File: src/rtl/wdog_pkg.sv
package wdog_pkg;

   localparam int CTRL_W    = 6;
   localparam int TC_LSB    = 0;
   localparam int STEER_BIT = 3;
   localparam int EN_BIT    = 4;
   localparam int MON_BIT   = 5;

   localparam int unsigned MAX_PERIOD_MS = 256000;

   typedef enum logic [1:0] {
      ST_COUNT = 2'd0,
      ST_GRACE = 2'd1,
      ST_PULSE = 2'd2
   } wd_state_e;

   function automatic int unsigned code_to_ms(input logic [2:0] code);
      case (code)
         3'd0:    return 250;
         3'd1:    return 500;
         3'd2:    return 1000;
         3'd3:    return 8000;
         3'd4:    return 32000;
         3'd5:    return 64000;
         3'd6:    return 128000;
         default: return 256000;
      endcase
   endfunction

endpackage

File: src/rtl/wdog_tick.sv
module wdog_tick #(
   parameter int CLK_PER_MS = 50000
) (
   input  logic clk,
   input  logic rst_n,
   input  logic restart,
   output logic tick
);
   localparam int PW = (CLK_PER_MS > 1) ? $clog2(CLK_PER_MS) : 1;
   localparam logic [PW-1:0] LAST = PW'(CLK_PER_MS - 1);

   logic [PW-1:0] pcnt;

   assign tick = (pcnt == LAST);

   always_ff @(posedge clk or negedge rst_n) begin
      if (!rst_n) begin
         pcnt <= '0;
      end else if (restart || tick) begin
         pcnt <= '0;
      end else begin
         pcnt <= pcnt + 1'b1;
      end
   end
endmodule

File: src/rtl/wdog_regs.sv
module wdog_regs
   import wdog_pkg::*;
(
   input  logic              clk,
   input  logic              rst_n,
   input  logic              wr_en,
   input  logic [CTRL_W-1:0] wdata,
   input  logic              set_mon,
   input  logic              fire,
   output logic [2:0]        tc,
   output logic              steer,
   output logic              en,
   output logic [CTRL_W-1:0] rdata
);
   logic mon;

   always_ff @(posedge clk or negedge rst_n) begin
      if (!rst_n) begin
         tc    <= 3'd0;
         steer <= 1'b0;
         en    <= 1'b0;
         mon   <= 1'b0;
      end else begin
         if (wr_en) begin
            tc    <= wdata[TC_LSB+2:TC_LSB];
            steer <= wdata[STEER_BIT];
            en    <= wdata[EN_BIT];
            if (!wdata[MON_BIT]) mon <= 1'b0;
         end
         if (set_mon) mon <= 1'b1;
         if (fire)    en  <= 1'b0;
      end
   end

   always_comb begin
      rdata                     = '0;
      rdata[TC_LSB+2:TC_LSB]    = tc;
      rdata[STEER_BIT]          = steer;
      rdata[EN_BIT]             = en;
      rdata[MON_BIT]            = mon;
   end
endmodule

File: src/rtl/wdog_core.sv
module wdog_core
   import wdog_pkg::*;
#(
   parameter int STAGE2_MS = 250,
   parameter int RST_PULSE = 16
) (
   input  logic       clk,
   input  logic       rst_n,
   input  logic       tick,
   input  logic       reload,
   input  logic [2:0] tc,
   input  logic       en,
   output logic       restart,
   output logic       set_mon,
   output logic       fire,
   output logic       s1_act,
   output logic       in_pulse
);
   localparam int unsigned SPAN = (MAX_PERIOD_MS > STAGE2_MS) ? MAX_PERIOD_MS : STAGE2_MS;
   localparam int MS_W = $clog2(SPAN + 1);
   localparam int RW   = (RST_PULSE > 1) ? $clog2(RST_PULSE) : 1;
   localparam logic [MS_W-1:0] GRACE_LAST = MS_W'(STAGE2_MS - 1);
   localparam logic [RW-1:0]   PULSE_LAST = RW'(RST_PULSE - 1);

   wd_state_e       state;
   logic [MS_W-1:0] mcnt;
   logic [RW-1:0]   rcnt;
   logic [MS_W-1:0] limit;
   logic            expire;
   logic            pulse_end;

   assign limit     = MS_W'(code_to_ms(tc));
   assign expire    = (state == ST_COUNT) && !reload && tick && (mcnt == limit - 1'b1);
   assign fire      = (state == ST_GRACE) && !reload && tick && (mcnt == GRACE_LAST);
   assign pulse_end = (state == ST_PULSE) && (rcnt == PULSE_LAST);
   assign restart   = reload || pulse_end;
   assign set_mon   = expire && en;
   assign in_pulse  = (state == ST_PULSE);

   always_ff @(posedge clk or negedge rst_n) begin
      if (!rst_n) begin
         state  <= ST_COUNT;
         mcnt   <= '0;
         rcnt   <= '0;
         s1_act <= 1'b0;
      end else if (reload) begin
         state  <= ST_COUNT;
         mcnt   <= '0;
         s1_act <= 1'b0;
      end else begin
         case (state)
            ST_COUNT: begin
               if (expire) begin
                  state  <= ST_GRACE;
                  mcnt   <= '0;
                  s1_act <= en;
               end else if (tick) begin
                  mcnt <= mcnt + 1'b1;
               end
            end
            ST_GRACE: begin
               if (fire) begin
                  state  <= ST_PULSE;
                  mcnt   <= '0;
                  rcnt   <= '0;
                  s1_act <= 1'b0;
               end else if (tick) begin
                  mcnt <= mcnt + 1'b1;
               end
            end
            ST_PULSE: begin
               if (pulse_end) begin
                  state <= ST_COUNT;
                  mcnt  <= '0;
               end else begin
                  rcnt <= rcnt + 1'b1;
               end
            end
            default: state <= ST_COUNT;
         endcase
      end
   end
endmodule

File: src/rtl/wdog_two_stage.sv
module wdog_two_stage
   import wdog_pkg::*;
#(
   parameter int CLK_PER_MS = 50000,
   parameter int STAGE2_MS  = 250,
   parameter int RST_PULSE  = 16
) (
   input  logic              clk,
   input  logic              rst_n,
   input  logic              kick,
   input  logic              reg_wr,
   input  logic [CTRL_W-1:0] reg_wdata,
   output logic [CTRL_W-1:0] reg_rdata,
   output logic              nmi_o,
   output logic              init_o,
   output logic              sys_rst_o
);
   if (CLK_PER_MS < 1) begin : g_bad_div
      $error("CLK_PER_MS must be at least 1");
   end
   if (STAGE2_MS < 1) begin : g_bad_grace
      $error("STAGE2_MS must be at least 1");
   end
   if (RST_PULSE < 1) begin : g_bad_pulse
      $error("RST_PULSE must be at least 1");
   end

   logic       tick, restart, set_mon, fire, s1_act, in_pulse;
   logic       reload, wr_ok;
   logic [2:0] tc;
   logic       steer, en;

   assign wr_ok  = reg_wr && !in_pulse;
   assign reload = (kick || reg_wr) && !in_pulse;

   wdog_tick #(.CLK_PER_MS(CLK_PER_MS)) u_tick (
      .clk     (clk),
      .rst_n   (rst_n),
      .restart (restart),
      .tick    (tick)
   );

   wdog_regs u_regs (
      .clk     (clk),
      .rst_n   (rst_n),
      .wr_en   (wr_ok),
      .wdata   (reg_wdata),
      .set_mon (set_mon),
      .fire    (fire),
      .tc      (tc),
      .steer   (steer),
      .en      (en),
      .rdata   (reg_rdata)
   );

   wdog_core #(.STAGE2_MS(STAGE2_MS), .RST_PULSE(RST_PULSE)) u_core (
      .clk      (clk),
      .rst_n    (rst_n),
      .tick     (tick),
      .reload   (reload),
      .tc       (tc),
      .en       (en),
      .restart  (restart),
      .set_mon  (set_mon),
      .fire     (fire),
      .s1_act   (s1_act),
      .in_pulse (in_pulse)
   );

   assign nmi_o     = s1_act && !steer;
   assign init_o    = s1_act && steer;
   assign sys_rst_o = in_pulse;
endmodule

File: config.mk
export PLATFORM = sky130hd
export DESIGN_NAME = wdog_two_stage
export DESIGN_NICKNAME = d
export VERILOG_FILES = /design/src/rtl/wdog_pkg.sv /design/src/rtl/wdog_tick.sv /design/src/rtl/wdog_regs.sv /design/src/rtl/wdog_core.sv /design/src/rtl/wdog_two_stage.sv
export SDC_FILE = /design/constraint.sdc
export NUM_CORES = 1
export LEC_CHECK = 0
export BUFFER_PORTS_ARGS = -buffer_cell sky130_fd_sc_hd__buf_2
export CORE_UTILIZATION = 30
export DETAILED_ROUTE_END_ITERATION = 16
export SLEW_MARGIN = 10
export SYNTH_ARGS = -nofsm -noshare
export SYNTH_HDL_FRONTEND = slang
export SYNTH_SLANG_ARGS = --single-unit
File: constraint.sdc
create_clock -name clk -period 6.9 [get_ports clk]
set_input_delay 1.035 -clock clk [delete_from_list [all_inputs] [get_ports clk]]
set_output_delay 1.035 -clock clk [all_outputs]
set_load 0.03 [all_outputs]
# Word-level counts from Yosys, hierarchy flattened

Cells that the tools add are included.

Register bits: 47
Logic and storage cells: 87
Input port bits: 10
Output and inout bits: 9

$add $sub $neg: 4
Equality and inequality tests: 18
Bitwise gates (word level): 1
Reduce and logical (&&, ||, !) cells: 30
Muxes and demuxes: 25

Operator list:

| operator                | number |
|---|---|
| $pmux W18 S7            | 1 |
| $mux W18                | 5 |
| $pmux W18 S3            | 1 |
| $add A18 B1 Y18 const B | 1 |
| $eq A18 B18 Y1          | 1 |
| $eq A18 B8 Y1 const B   | 1 |
| $sub A18 B1 Y18 const B | 1 |
| $add A16 B1 Y16 const B | 1 |
| $eq A16 B16 Y1 const B  | 1 |
| $mux W16                | 1 |
| $logic_and A1 B1 Y1     | 12 |
| $eq A3 B3 Y1 const B    | 3 |
| $mux W1                 | 8 |
| $mux W2                 | 4 |
| $mux W4                 | 2 |
| $pmux W4 S2             | 1 |
| $eq A3 B2 Y1 const B    | 2 |
| $ne A3 B1 Y1 const B    | 2 |
| $pmux W2 S3             | 1 |
| $reduce_and A3 Y1       | 2 |
| $reduce_bool A2 Y1      | 3 |
| $add A4 B1 Y4 const B   | 1 |
| $eq A4 B4 Y1 const B    | 1 |
| $ne A2 B2 Y1 const B    | 2 |
| other kinds (15)        | 20 |

# Depth between registers and ports, before layout

Depth after elaboration: 10
Gate-level depth with buffers: 11
Mapped depth without buffers: 9

# By module

From an unflattened synthesis, not the netlist that was laid out.

Cells, all modules: 380
Area total of the unflattened synthesis: 3266.9 sq um

By module, submodules not included:

| module         | area an instance (sq um) | times used | seq. area each (sq um) | cells an instance |
|---|---|---|---|---|
| wdog_core      | 2147.1                   | 1          | 625.6                  | 275 |
| wdog_tick      | 792.0                    | 1          | 400.4                  | 80 |
| wdog_regs      | 294.0                    | 1          | 150.1                  | 21 |
| wdog_two_stage | 33.8                     | 1          | 0.0                    | 4 |

# Worst setup path before layout

No wires, ideal clock.

Path type: input to register
Start point: input kick
End point: register u_core.mcnt[13]
Cell stages on the path: 8
Data arrival time: 2.550 ns
Path slack: 4.217 ns
Path buffers: 1
Data required time: 6.767 ns
Setup time: 0.133 ns
Cell sequence: o21bai_1 -> and2_1 -> o2111ai_1 -> nor4b_4 -> nand3_4 -> buf_6 -> a32oi_1 -> o41ai_1

Word-level cells in the longest chain between the ends: 9
Elaborated cells between the ends (all ways): 16
Classes of those cells: eq/ne: 1; mux: 4; reduce/logical: 11

RTL lines:

| item                                                | RTL line                         | RTL |
|---|---|---|
| start: declaration                                  | wdog_two_stage.sv:10             | `input logic kick,` |
| $logic_or A1 B1 Y1 (*)                              | wdog_two_stage.sv:34             | `assign reload = (kick \|\| reg_wr) && !in_pulse;` |
| $logic_and A1 B1 Y1 (*)                             | wdog_two_stage.sv:34             |  |
| $logic_not A1 Y1                                    | wdog_core.sv:33, wdog_core.sv:34 |  |
| $logic_and A1 B1 Y1 (on tied branches) (3 in a row) | wdog_core.sv:34, wdog_core.sv:33 |  |
| $mux W18 (on tied branches)                         | wdog_core.sv:62, wdog_core.sv:53 |  |
| $pmux W18 S3                                        | wdog_core.sv:51                  | `case (state)` |
| $mux W18                                            | wdog_core.sv:46                  | `end else if (reload) begin` |
| end signal: assignment                              | wdog_core.sv:58                  | `mcnt <= mcnt + 1'b1;` |
| end signal: assignment                              | wdog_core.sv:68                  | `mcnt <= mcnt + 1'b1;` |
| end: declaration                                    | wdog_core.sv:26                  | `logic [MS_W-1:0] mcnt;` |

Mark *: on every way between the ends. The rest lies on a longest branch, timed or not.
A chain may end at the register's enable or synchronous reset.

# Final worst setup path

Start point: register u_core.state[0]
End point: register u_core.mcnt[5]

Word-level cells in the longest chain between the ends: 10
Elaborated cells between the ends (all ways): 20
Classes of those cells: eq/ne: 3; mux: 4; reduce/logical: 13

RTL lines:

| item                                                | RTL line                                          | RTL |
|---|---|---|
| start: declaration                                  | wdog_core.sv:25                                   | `wd_state_e state;` |
| start signal: assignment                            | wdog_core.sv:42                                   | `state <= ST_COUNT;` |
| start signal: assignment                            | wdog_core.sv:47                                   | `state <= ST_COUNT;` |
| start signal: assignment                            | wdog_core.sv:54                                   | `state <= ST_GRACE;` |
| $eq A2 B2 Y1                                        | wdog_core.sv:35, wdog_core.sv:38, wdog_core.sv:51 |  |
| $logic_not A1 Y1                                    | wdog_two_stage.sv:34                              |  |
| $logic_and A1 B1 Y1                                 | wdog_two_stage.sv:34                              |  |
| $logic_not A1 Y1                                    | wdog_core.sv:33, wdog_core.sv:34                  |  |
| $logic_and A1 B1 Y1 (on tied branches) (3 in a row) | wdog_core.sv:34, wdog_core.sv:33                  |  |
| $mux W18 (on tied branches)                         | wdog_core.sv:62, wdog_core.sv:53                  |  |
| $pmux W18 S3                                        | wdog_core.sv:51                                   |  |
| $mux W18                                            | wdog_core.sv:46                                   |  |

Several ways; a longest one is shown, not always the timed one.

==> summary.txt <==
Drt
  • Metal3 WL: about 370 um
  • Met2 wire len: 3530 um
  • Avg Vias per Cell: 5.52
  • Routed wire length: 7580 um
  • Wirelength per Cell: about 15 um
  • Post-route ant nets: 0
  • DRC violations left: 0
  • Top Layer Used: met4
  • Pre-Repair DR Iteration Count: 5
  • Total number of vias: between 2k and 3k
  • 1st-iter DRT viols: 230
  • Met1 WL: between 3000 and 4000 um

Logic synthesis
  • Total nets after synthesis: 384
  • Most used DFF post-synth: dfrtp_1
  • Netlist cell types: 66
  • Post-synth top cells: 47 x dfrtp_1, 36 x nand2_1, 32 x nor2_1
  • Asr flop ratio synth: 1.00
  • Largest cells by area after synthesis: dfrtp_1 37%, nand2_1 4.3%, nor2_1 3.8%
  • Count leader, synth: dfrtp_1
  • Synth Cell Area: between 0.003 and 0.004 mm2
  • Synth Area per Inst: approximately 8.7 um2
  • Number of synthesized register bits: 47
  • Top-area cell type share of the netlist area: 0.370
  • Area leader, netlist: dfrtp_1
  • Post-synth EDFFs: 0
  • Seq/Total Area, Yosys: 0.370
  • Gate count after technology mapping: about 370
  • Synth warn: 0

Cells and area
  • NumNets Final: between 300 and 400
  • Share of layout cells above drive strength 1: 0.127
  • Ant. Diodes: 0
  • Area growth from synthesis to layout: 8.27%

Floorplan
  • Row count: 37
  • Die Width: between 100 and 150 um
  • Die Area: 0.0110 mm2
  • Initial core utilization: 0.309
  • IO Count: 19
  • Core area: 0.0103 mm2
  • Chip Height: approximately 100 um

Critical path
  • Worst setup SP type: flop
  • Critical Path Sink Type: flop
  • CP Buf/Inv Count: 1
  • Critical path data arrival time: approximately 3.4 ns
  • Worst stage delay on the critical path: approximately 0.62 ns
  • WP data required: 7.08 ns
  • Delay-heaviest family, CP: compound AO/OA/AOI/OAI gates
  • Critical Path Most Common Cell: nand2_2
  • Slowest cell on the critical path: a21oi_2
  • Crit-path max FO: 17
  • Setup CP Type: flop to flop
  • Internal reg-to-reg setup slack: between 3 and 4 ns
  • Critical-path cell list: inv_1 -> ha_1 -> o21bai_1 -> and3_1 -> nand3_2 -> nand2_2 -> a21oi_2 -> nand2_2 -> o41ai_1

Timing
  • Final setup fails: 0
  • Worst-Margin Slew: between 0.7 and 0.8 ns
  • Final Critical Period: 3.19 ns
  • Peak Freq: 314 MHz
  • Hold WS: approximately 0.46 ns
  • Final hold viol count: 0
  • Setup tns final: 0 ns
  • RSZ-0062 raised after global routing: false
  • Slew Viols, Final: 0
  • Setup Skew: between 0.007 and 0.008 ns
  • Final worst-path cycle share: 0.462
  • Max-slew headroom: 0.503

CTS
  • Cts hold-fix bufs: 0
  • CTS sink count: 47
  • Post-cts sizing count: 0
  • Num CTS Buffers: 5
  • H-tree Lvls: 2
  • CTS tree: done
  • Clk slew on worst S/H paths: about 0.090 ns
  • Root Driver: clkbuf_8
  • Total setup buffers inserted after CTS: 0
  • Maximum clock path buffer count: 2
  • Clk_lat worst skew: roughly 0.30 ns

Min path
  • HP Class: flop to flop

Status
  • Run status: finished, final reports clean

Placement
  • Post-DP HPWL: 5490 um
  • I/O Buffers: 18
  • Final GP Congestion: 0.816

GRT
  • GRT Total Usage: 0.146
  • Total grt overflow: 0
  • Initial antenna violation count: 0
  • Vias in the first global route: roughly 2.6k
  • First-pass GRT wire length: 12900 um
  • Largest net degree at the start of global routing: 48

Power
  • Leak: 1.37 nW
  • IR drop worst, VDD: around 0.065 mV
  • Pwr Total: ~540 uW
  • PD cells: ~160 mW/mm2

Run
  • Max-cap viol count: 0
metrics by stage:
step,setup slack [ns],cell area (um2),cells,utilization
floorplan,4.22,3180,365,-
finish,3.71,3440,505,0.335
global placement,3.73,3320,497,0.323
global route,3.38,3440,505,0.335
CTS,3.70,3440,505,0.335
detailed placement,3.57,3320,497,0.323
worst register-to-register path, stage by stage (launching register included):
cell      delay (ns)
dfrtp_1         0.41
inv_1           0.10
ha_1            0.35
o21bai_1        0.35
and3_1          0.25
nand3_2         0.12
nand2_2         0.11
a21oi_2         0.62
nand2_2         0.36
o41ai_1         0.42
routing by layer:
metal | vias up | GRT usage
li1 | 1336 | -
met4 | 0 | 0.0533
met5 | - | 0
met3 | 9 | 0.0225
met2 | 95 | 0.232
met1 | 1349 | 0.199
final timing paths:
kind / startpoint / end / cells past startpoint
setup reg to reg: u_core.state[0]$_DFFE_PN0P_ / u_core.mcnt[5]$_DFFE_PN0P_ / 9
max in group asynchronous: rst_n / u_core.mcnt[5]$_DFFE_PN0P_ / 2
min in group asynchronous: rst_n / u_tick.pcnt[8]$_DFF_PN0_ / 2
hold reg to reg: u_tick.pcnt[0]$_DFF_PN0_ / u_tick.pcnt[0]$_DFF_PN0_ / 1
hold / removal: u_tick.pcnt[0]$_DFF_PN0_ / u_tick.pcnt[0]$_DFF_PN0_ / 1
setup / recovery: u_core.state[0]$_DFFE_PN0P_ / u_core.mcnt[5]$_DFFE_PN0P_ / 9
final cells by class:
cell class / count / area, um2
clock buffer: 6 / 82.6
sequential: 47 / 1180
timing repair buffer: 19 / 97.6
multi-input combinational: 275 / 1800
clock inverter: 2 / 35.0
tap: 136 / 170
inverter: 20 / 75.1
fill: 1083 / 6840
cells in the final DEF (no fill, tap or decap), types with 3 or more instances in the layout:
cell and n:
buf_2 18, o21ai_1 4, nand2b_1 5, mux2i_1 3, xor2_1 10, mux2_2 5, nand3_1 13, nor2_1 32
o22ai_1 5, or3_1 3, a32oi_1 3, inv_1 20, and2_1 4, o2111ai_1 3, a21oi_1 14, nor4_1 4
nor3_1 7, o21ai_0 15, nand4_1 18, or2_2 3, a31oi_1 7, xnor2_1 4, clkbuf_8 6, and3_1 9
nand2_1 36, o31ai_1 7, ha_1 9, dfrtp_1 47, o41ai_1 3, nor2b_1 5
flip-flops by register name, indices dropped and copies added (netlist names):
name,flops
u_core.mcnt,18
u_core.state,2
u_regs.en,1
u_tick.pcnt,16
u_regs.tc,3
u_core.s1_act,1
u_regs.steer,1
u_core.rcnt,4
u_regs.mon,1
where the power goes:
| group | internal (mW) | total, mW | switching [mW] |
|---|---|---|---|
| Sequential | 0.278 | 0.286 | 0.00782 |
| Combinational | 0.0153 | 0.0457 | 0.0304 |
| Clock | 0.117 | 0.211 | 0.0936 |
| Total | 0.411 | 0.543 | 0.132 |
cells by family (layout without fill, tap and decap cells):
kind of cell / Yosys count / in the layout / share of synthesized area
mux: 8 / 8 / 0.0272
flops: 47 / 47 / 0.370
buf+inv: 43 / 47 / 0.0622
xor+xnor: 14 / 14 / 0.0386
compound gates: 90 / 90 / 0.202
fa+ha+maj: 9 / 9 / 0.0354
simple gates: 154 / 154 / 0.264
(Power assumes the default switching activity.)
